[config.mk]
export PLATFORM = sky130hd
export DESIGN_NAME = txf_serial_tx
export DESIGN_NICKNAME = d
export VERILOG_FILES = /design/src/rtl/txf_pkg.sv /design/src/rtl/txf_hold.sv /design/src/rtl/txf_frame_cfg.sv /design/src/rtl/txf_shifter.sv /design/src/rtl/txf_serial_tx.sv
export SDC_FILE = /design/constraint.sdc
export NUM_CORES = 1
export LEC_CHECK = 0
export BUFFER_PORTS_ARGS = -buffer_cell sky130_fd_sc_hd__buf_4
export CORE_ASPECT_RATIO = 0.8
export CORE_MARGIN = 8
export CORE_UTILIZATION = 29
export CTS_CLUSTER_DIAMETER = 60
export DETAILED_ROUTE_END_ITERATION = 8
export PLACE_DENSITY = 0.45
export SYNTH_ARGS = -nofsm -noshare
export SYNTH_HDL_FRONTEND = slang
export SYNTH_HIERARCHICAL = 1
export SYNTH_SLANG_ARGS = --single-unit
[constraint.sdc]
create_clock -name clk -period 2.1 [get_ports clk]
set_input_delay 0.63 -clock clk [delete_from_list [all_inputs] [get_ports clk]]
set_output_delay 0.63 -clock clk [all_outputs]
set_load 0.005 [all_outputs]
[src/rtl/txf_pkg.sv]
package txf_pkg;

   localparam int unsigned DW = 8;

   typedef enum logic [2:0] {
      ST_IDLE  = 3'd0,
      ST_START = 3'd1,
      ST_DATA  = 3'd2,
      ST_PAR   = 3'd3,
      ST_STOP  = 3'd4
   } txf_state_e;

   typedef struct packed {
      logic [1:0] wsel;
      logic       long_stop;
      logic       par_en;
      logic       par_even;
      logic       par_stick;
      logic       brk;
   } txf_lc_t;

   function automatic txf_lc_t lc_decode(input logic [7:0] lc);
      txf_lc_t r;
      r.wsel      = lc[1:0];
      r.long_stop = lc[2];
      r.par_en    = lc[3];
      r.par_even  = lc[4];
      r.par_stick = lc[5];
      r.brk       = lc[6];
      return r;
   endfunction

endpackage

[src/rtl/txf_hold.sv]
module txf_hold
   import txf_pkg::*;
(
   input  logic          clk,
   input  logic          rst_n,
   input  logic          in_valid,
   input  logic [DW-1:0] in_data,
   input  logic          take,
   output logic          in_ready,
   output logic          full,
   output logic [DW-1:0] data
);

   assign in_ready = ~full;

   always_ff @(posedge clk or negedge rst_n) begin
      if (!rst_n) begin
         full <= 1'b0;
         data <= '0;
      end else if (take) begin
         full <= 1'b0;
      end else if (in_valid && !full) begin
         full <= 1'b1;
         data <= in_data;
      end
   end

   // an accepted byte occupies the slot on the next cycle
   p_accept_fills_r7: assert property (@(posedge clk) disable iff (!rst_n)
      (in_valid && in_ready) |=> full);

   // a held byte is not overwritten while waiting
   p_hold_stable_r7: assert property (@(posedge clk) disable iff (!rst_n)
      (full && $past(full)) |-> $stable(data));

endmodule

[src/rtl/txf_frame_cfg.sv]
module txf_frame_cfg
   import txf_pkg::*;
#(
   parameter int unsigned OVERSAMPLE = 16,
   parameter int unsigned CNT_W      = $clog2(2*OVERSAMPLE)
)(
   input  logic [7:0]       lc,
   input  logic [DW-1:0]    data,
   output logic             par_en,
   output logic             par_bit,
   output logic [2:0]       last_idx,
   output logic [CNT_W-1:0] stop_last
);

   localparam int unsigned ONE_STOP  = OVERSAMPLE;
   localparam int unsigned HALF_STOP = OVERSAMPLE + OVERSAMPLE/2;
   localparam int unsigned TWO_STOP  = 2*OVERSAMPLE;

   txf_lc_t       f;
   logic [DW-1:0] mask;
   logic          ones_odd;

   assign f = lc_decode(lc);

   always_comb begin
      last_idx = 3'd4 + {1'b0, f.wsel};
      mask     = '0;
      for (int i = 0; i < DW; i++) begin
         if (i <= int'(last_idx)) mask[i] = 1'b1;
      end
      ones_odd = ^(data & mask);
      par_en   = f.par_en;
      if (f.par_stick)     par_bit = ~f.par_even;
      else if (f.par_even) par_bit = ones_odd;
      else                 par_bit = ~ones_odd;

      if (!f.long_stop)        stop_last = CNT_W'(ONE_STOP - 1);
      else if (f.wsel == 2'b00) stop_last = CNT_W'(HALF_STOP - 1);
      else                     stop_last = CNT_W'(TWO_STOP - 1);
   end

endmodule

[src/rtl/txf_shifter.sv]
module txf_shifter
   import txf_pkg::*;
#(
   parameter int unsigned OVERSAMPLE = 16,
   parameter int unsigned CNT_W      = $clog2(2*OVERSAMPLE)
)(
   input  logic             clk,
   input  logic             rst_n,
   input  logic             tick,
   input  logic             start_req,
   input  logic [DW-1:0]    ld_data,
   input  logic             ld_par_en,
   input  logic             ld_par_bit,
   input  logic [2:0]       ld_last_idx,
   input  logic [CNT_W-1:0] ld_stop_last,
   output logic             take,
   output logic             busy,
   output logic             line
);

   localparam logic [CNT_W-1:0] BIT_LAST = CNT_W'(OVERSAMPLE - 1);

   txf_state_e       state;
   logic [CNT_W-1:0] cnt;
   logic [2:0]       idx;
   logic [DW-1:0]    sh;
   logic             par_q;
   logic             pen_q;
   logic [2:0]       last_q;
   logic [CNT_W-1:0] stop_q;
   logic             stop_end;

   assign stop_end = (state == ST_STOP) && (cnt == stop_q);
   assign take     = tick && start_req && ((state == ST_IDLE) || stop_end);
   assign busy     = (state != ST_IDLE);

   always_ff @(posedge clk or negedge rst_n) begin
      if (!rst_n) begin
         state  <= ST_IDLE;
         cnt    <= '0;
         idx    <= '0;
         sh     <= '0;
         par_q  <= 1'b1;
         pen_q  <= 1'b0;
         last_q <= '0;
         stop_q <= '0;
      end else if (take) begin
         state  <= ST_START;
         cnt    <= '0;
         idx    <= '0;
         sh     <= ld_data;
         par_q  <= ld_par_bit;
         pen_q  <= ld_par_en;
         last_q <= ld_last_idx;
         stop_q <= ld_stop_last;
      end else if (tick) begin
         case (state)
            ST_START: begin
               if (cnt == BIT_LAST) begin
                  state <= ST_DATA;
                  cnt   <= '0;
                  idx   <= '0;
               end else cnt <= cnt + 1'b1;
            end
            ST_DATA: begin
               if (cnt == BIT_LAST) begin
                  cnt <= '0;
                  sh  <= sh >> 1;
                  if (idx == last_q) state <= pen_q ? ST_PAR : ST_STOP;
                  else idx <= idx + 1'b1;
               end else cnt <= cnt + 1'b1;
            end
            ST_PAR: begin
               if (cnt == BIT_LAST) begin
                  state <= ST_STOP;
                  cnt   <= '0;
               end else cnt <= cnt + 1'b1;
            end
            ST_STOP: begin
               if (stop_end) begin
                  state <= ST_IDLE;
                  cnt   <= '0;
               end else cnt <= cnt + 1'b1;
            end
            default: cnt <= '0;
         endcase
      end
   end

   always_comb begin
      case (state)
         ST_START: line = 1'b0;
         ST_DATA:  line = sh[0];
         ST_PAR:   line = par_q;
         default:  line = 1'b1;
      endcase
   end

   // nothing advances between oversampling pulses
   p_tick_paced_r2: assert property (@(posedge clk) disable iff (!rst_n)
      !tick |=> ($stable(state) && $stable(cnt)));

   // outside the stop part a bit never runs past one bit period
   p_bit_len_r3: assert property (@(posedge clk) disable iff (!rst_n)
      (state != ST_STOP) |-> (cnt <= BIT_LAST));

   // the parity slot is entered only from the last data bit with parity on
   p_par_entry_r4: assert property (@(posedge clk) disable iff (!rst_n)
      $rose(state == ST_PAR) |-> ($past(state) == ST_DATA && pen_q));

endmodule

[src/rtl/txf_serial_tx.sv]
module txf_serial_tx
   import txf_pkg::*;
#(
   parameter int unsigned OVERSAMPLE = 16,
   parameter bit          REG_OUT    = 1'b0
)(
   input  logic          clk,
   input  logic          rst_n,
   input  logic          tick,
   input  logic [7:0]    line_ctl,
   input  logic          cts_gate_en,
   input  logic          cts,
   input  logic          in_valid,
   input  logic [DW-1:0] in_data,
   output logic          in_ready,
   output logic          txd,
   output logic          thr_empty,
   output logic          tx_empty
);

   localparam int unsigned CNT_W = $clog2(2*OVERSAMPLE);

   initial begin
      assert (OVERSAMPLE >= 4 && (OVERSAMPLE % 2) == 0)
         else $error("OVERSAMPLE must be even and at least 4");
   end

   logic             hold_full, take, busy, line_raw, line_out, start_req;
   logic [DW-1:0]    hold_data;
   logic             c_par_en, c_par_bit;
   logic [2:0]       c_last_idx;
   logic [CNT_W-1:0] c_stop_last;

   assign start_req = hold_full && (!cts_gate_en || cts);

   txf_hold u_hold (
      .clk      (clk),
      .rst_n    (rst_n),
      .in_valid (in_valid),
      .in_data  (in_data),
      .take     (take),
      .in_ready (in_ready),
      .full     (hold_full),
      .data     (hold_data)
   );

   txf_frame_cfg #(.OVERSAMPLE(OVERSAMPLE), .CNT_W(CNT_W)) u_cfg (
      .lc        (line_ctl),
      .data      (hold_data),
      .par_en    (c_par_en),
      .par_bit   (c_par_bit),
      .last_idx  (c_last_idx),
      .stop_last (c_stop_last)
   );

   txf_shifter #(.OVERSAMPLE(OVERSAMPLE), .CNT_W(CNT_W)) u_shift (
      .clk          (clk),
      .rst_n        (rst_n),
      .tick         (tick),
      .start_req    (start_req),
      .ld_data      (hold_data),
      .ld_par_en    (c_par_en),
      .ld_par_bit   (c_par_bit),
      .ld_last_idx  (c_last_idx),
      .ld_stop_last (c_stop_last),
      .take         (take),
      .busy         (busy),
      .line         (line_raw)
   );

   assign line_out  = line_ctl[6] ? 1'b0 : line_raw;
   assign thr_empty = ~hold_full;
   assign tx_empty  = ~hold_full & ~busy;

   generate
      if (REG_OUT) begin : g_reg_out
         always_ff @(posedge clk or negedge rst_n) begin
            if (!rst_n) txd <= 1'b1;
            else        txd <= line_out;
         end
      end else begin : g_comb_out
         assign txd = line_out;

         // an idle transmitter without break holds the line at mark
         p_idle_mark_r1: assert property (@(posedge clk) disable iff (!rst_n)
            (tx_empty && !line_ctl[6]) |-> txd);
      end
   endgenerate

   // whole-transmitter empty implies the holding slot is empty
   p_temt_thre_r8: assert property (@(posedge clk) disable iff (!rst_n)
      tx_empty |-> thr_empty);

   // the slot is drained only when the clear-to-send gate allowed it
   p_cts_gate_r9: assert property (@(posedge clk) disable iff (!rst_n)
      ($rose(thr_empty) && !$past(in_valid && in_ready)) |->
         $past(!cts_gate_en || cts));

   // a frame starts only on an oversampling pulse
   p_start_on_tick_r2: assert property (@(posedge clk) disable iff (!rst_n)
      $rose(thr_empty) |-> $past(tick));

endmodule

* Yosys cells after proc, flatten, opt, wreduce, memory -nomap -nowiden *
Cells that the tools add are included.

operators by class
  add/sub/neg operators = 3
  multiply operators = 0
  div/mod/pow operators = 0
  magnitude comparators = 7
  eq/ne operators = 13
  shift-type cells = 0
  muxes and demuxes = 39
  bitwise operators = 7
  reductions and logical operators = 24

operators by type and width
  cell                   count
  $mux W3                13
  $mux W8                4
  $mux W5                5
  $ne A3 B2 Y1 const B   5
  $le A3 B3 Y1 const A   4
  $mux W1                12
  $pmux W3 S4            1
  $pmux W5 S2            1
  $and A8 B8 Y8          1
  $reduce_bool A2 Y1     4
  $reduce_xor A8 Y1      1
  $reduce_and A7 Y1      1
  $eq A3 B2 Y1 const B   2
  $le A2 B3 Y1 const A   2
  $pmux W3 S2            1
  $reduce_bool A3 Y1     2
  $add A5 B1 Y5 const B  1
  $eq A5 B4 Y1 const B   1
  $eq A5 B5 Y1           1
  $logic_and A1 B1 Y1    5
  $not A1 Y1             5
  $reduce_and A5 Y1      1
  $reduce_bool A5 Y1     1
  $mux W4                1
  16 further kinds       18

storage, ports and cells
  flip-flop bits (word level) = 38
  bits in latches = 0
  bits in writable memories = 0
  bits in read-only memories = 0
  input bits = 22
  memories kept = 0

* Logic depth before layout (Yosys ltp) *
  word-level depth = 8
  gate-level depth with buffers = 9

* By module *
The synthesis kept the hierarchy.

modules (own cells, without submodules)
  module         instances  cells an instance  area each (sq um)  sequential area each (sq um)
  txf_shifter    1          159                1635.3             726.9
  txf_hold       1          21                 345.3              225.2
  txf_frame_cfg  1          27                 222.7              0.0
  txf_serial_tx  1          5                  26.3               0.0

* Worst setup path after synthesis *
OpenSTA, ideal clock, no wires.

  kind = input port to flip-flop
  start = input port cts
  end = register u_hold.data[0]
  library setup time = 0.125 ns
  arrival time = 2.142 ns
  slack = -0.167 ns
  stages = 8
  path buffers = 1
  path through = inv_1 a21oi_2 and4_1 a31oi_4 buf_6 inv_2 nor3b_4 mux2_2

between the ends
  longest elaborated chain between the ends = 6

ends and longest elaborated chain
  what                              line                 text
  start: declaration                txf_serial_tx.sv:12  input logic cts,
  $logic_or A1 B1 Y1                txf_serial_tx.sv:34  assign start_req = hold_full && (!cts_gate_en || cts);
  $logic_and A1 B1 Y1               txf_serial_tx.sv:34
  named net start_req               txf_serial_tx.sv:28  logic hold_full, take, busy, line_raw, line_out, start_req;
  $logic_and A1 B1 Y1 (2 in a row)  txf_shifter.sv:34    assign take = tick && start_req && ((state == ST_IDLE) || stop_end);
  named net take                    txf_serial_tx.sv:28
  $not A1 Y1 (no line)              n/a
  $reduce_and A2 Y1 (no line)       n/a
  end signal: assignment            txf_hold.sv:24       data <= in_data;
  end: declaration                  txf_hold.sv:11       output logic [DW-1:0] data

The timed path passes the listed nets, and every way through them passes these cells.
A chain may end at the register's enable or synchronous reset.

* Worst setup path in the final report *
  start = register u_shift.state[0]
  end = output port txd

between the ends
  longest elaborated chain between the ends = 3
  elaborated cells between the ends (all ways) = 5
  those cells by class = eq/ne: 3; mux: 2

ends and longest elaborated chain
  what                                                 line                 text
  start: declaration                                   txf_shifter.sv:23    txf_state_e state;
  start signal: assignment                             txf_shifter.sv:69    if (idx == last_q) state <= pen_q ? ST_PAR : ST_STOP;
  $eq A3 B2 Y1 / $eq A3 B1 Y1 (equally long branches)  txf_shifter.sv:91    case (state)
  $pmux W1 S3 (*)                                      txf_shifter.sv:91
  named net line_raw                                   txf_serial_tx.sv:28
  $mux W1 (*)                                          txf_serial_tx.sv:71  assign line_out = line_ctl[6] ? 1'b0 : line_raw;
  end: declaration                                     txf_serial_tx.sv:16  output logic txd,

Mark *: on every way through the listed nets, which the timed path passes. The rest lies on a longest branch.

==> out/qor.txt <==
Final worst-path setup slack: 0.104 ns
Clk slew on worst S/H paths: 0.08 ns
DRT antenna net count: 0
DP HPWL: 3.68 mm
Layout fillers: 779
Worst R2R Setup Slack: 0.17 ns
Core area: 7430 um2
All-Layer GR Usage: 0.0950
Area contributors post-synth: dfrtp_1 (42%), mux2_2 (9.1%), mux2i_1 (3.6%)
Drt drc: 0
Clock Tree Buf Depth: 2
Initial antenna violation count: 0
Routed WL per cell: 13.6 um
Die width: 114 um
Yosys reg bits: 38
Total grt overflow: 0
Mux contribution to synthesized area: 0.127
Worst r2r src: u_hold/data[0]$_DFFE_PN0P_
Area delta synth->final: 24.9%
Ys Warns: 6
Top FF cell, synth: dfrtp_1
Post-synth EDFFs: 0
GP Congestion: 0.701
First-pass GRT wire length: 8.02 mm
Critical path capture point type: output port
Final Cycle Share: 0.950
Vias in the first global route: 1617
Final setup viols: 0
Top Ports: 26
Async SR Flop Fraction: 1.00
Post-synthesis cell area: 2230 um2
Clock latency on the worst-skew pair: 0.29 ns
Final min period: 2.00 ns
PD cells: 1280 nW/um2
H-tree Lvls: 2
P_leak: 1.27 nW
Critical path peak fanout: 5
Max Fclk: 501 MHz
Crit Path Category: reg2out
Tightest Hold Check Type: in2async
Die footprint: 10800 um2
Crit path launch type: register
Number of DRC markers in iteration 0: 46
Largest net degree at the start of global routing: 39
Most common cell after layout, fill and taps aside: buf_4
Reg area: 952 um2
Skew final: 0.00994 ns
XOR/XNOR Fraction of Synth Area: 0.0758
Dominant cell type by area after synthesis: dfrtp_1
Syn Area/Cell: 10.5 um2
Worst-Margin Slew: 0.507 ns
Num CTS Buffers: 5
Relative slew slack: 0.662
Critical Path AT: 1.37 ns
Via/cell ratio: 4.51
Cell row count: 28
Root Buffer: clkbuf_8
I/O Buffers: 24
Largest family of logic cells by synthesized area: simple AND/OR/NAND/NOR gates
Post-synthesis sequential area ratio: 0.427
Slew Viols, Final: 0
Max Cap Viol: 0
Netlist cell types: 53
Place WS: -0.0555 ns
Fin cells: 358
Via Count: 1613
Antenna diodes: 0
Simple-gate share of the synthesized area: 0.149
Final nets: 278
DIE HEIGHT: 94.4 um
Post-Route WL: 4.86 mm
Hold_ws: 0.309 ns
Status: completed
Post-Synth Adder-Cell Area: 0.0224
Reg2reg end: u_shift/par_q$_DFFE_PN1P_
Starting Density: 0.300
Syn Inst Count: 212
Fraction of layout cells with a size suffix above 1: 0.364
Peak VDD IR: 0.462 mV
TritonCTS clock tree: yes
Footprint of the multi-input gates: 1190 um2
Drt pass-1 iters: 4
Clock sink total: 38
# placed instances: 349
RSZ-0062 raised after global routing: no
Sum Neg Setup Slack: 0 ns
Yosys top cell area share: 0.415
Most frequent cells in the layout: buf_4 (41), dfrtp_1 (37), nor2_1 (20)
Compound-cell area share of the yosys netlist: 0.131
Critical path required time: 1.47 ns
Reg2Reg Depth: 6
Hold Fails Final Rpt: 0
Post-layout util: 0.375
registers in the layout (all words and copies together), names as in the netlist:
name,flops
u_hold/data,8
u_shift/sh,8
u_shift/cnt,5
u_shift/stop_q,5
u_shift/idx,3
u_shift/last_q,3
u_shift/state,3
u_hold/full,1
u_shift/par_q,1
u_shift/pen_q,1
logic make-up (layout without fill, tap and decap cells):
logic type	after synthesis	count (layout)
and+or+nand+nor	62	62
AOI/OAI and AO/OA	39	39
DFF	38	38
muxes	26	26
buffers and inverters	26	64
xor gates and xnor gates	16	16
adders and majority gates	4	4
other	1	4
layout make-up:
class | count | area share
Multi-Input combinational cell | 151 | 0.429
Sequential cell | 38 | 0.342
Timing Repair Buffer | 44 | 0.126
Tap cell | 105 | 0.0472
Clock buffer | 6 | 0.0297
Inverter | 12 | 0.0216
Clock inverter | 2 | 0.00449
worst max path at each step:
| stage | start | to | slack (ns) | depth (start not counted) |
|---|---|---|---|---|
| after CTS | u_shift/state[1]$_DFFE_PN0P_ | txd | 0.009 | 6 |
| after global routing | u_shift/cnt[1]$_DFFE_PN0P_ | u_shift/state[1]$_DFFE_PN0P_ | 0.01 | 9 |
| after global placement | cts | u_hold/data[2]$_DFFE_PN0P_ | -0.03 | 9 |
| after floorplan | cts | u_hold/data[0]$_DFFE_PN0P_ | -0.14 | 8 |
| after detailed placement | cts | u_hold/data[2]$_DFFE_PN0P_ | -0.06 | 9 |
| final | u_shift/state[0]$_DFFE_PN0P_ | txd | 0.10 | 5 |
through the flow:
step / area (um2) / power (W)
2_1_floorplan: 2270 / 0.00254
3_3_place_gp: 2630 / 0.00302
3_5_place_dp: 2630 / 0.00304
4_1_cts: 2740 / 0.00361
5_1_grt: 2780 / 0.00387
6_report: 2780 / 0.00356
cell usage after synthesis (all sizes together), types with 2 or more instances:
library cell and number:
nor2 22, buf 13, a31oi 5, a21o 2
a21oi 10, mux2i 8, xor2 10, nor3 4
mux2 18, dfrtp 37, a31o 2, inv 12
o21ai 6, and3b 2, nand2b 5, nand3 2
a221oi 2, nand2 13, nand4 2, and3 2
nor2b 6, xnor2 5, ha 4
power breakdown:
part / switching [W] / leakage [nW] / internal, W
Sequential: 0.000302 / 0.458 / 0.00106
Clock: 0.000272 / 0.0472 / 0.000264
Combinational: 0.000772 / 0.762 / 0.000892
Total: 0.00135 / 1.27 / 0.00221
critical path, cell delays in order, from the launching register on:
cell      delay, ns
dfrtp_1        0.45
nand2b_4       0.20
o21ai_2        0.10
nand2_1        0.08
nor2b_4        0.12
buf_4          0.12
routing by layer:
metal | vias to the layer above | track usage | routed length, um
met4 | 0 | 0.0431 | 86
met1 | 768 | 0.133 | 2540
met5 | - | 0 | 0
met2 | 30 | 0.132 | 2010
li1 | 807 | - | -
met3 | 8 | 0.0261 | 221
repair_timing:
action,4_1_cts,5_1_grt
buffers inserted,1,1
pin swaps,0,1
cloned,0,0
resized for setup,1,12
hold buffers,0,0
endpoints found under the setup margin,1,10
Power figures use the tool's default switching activity.
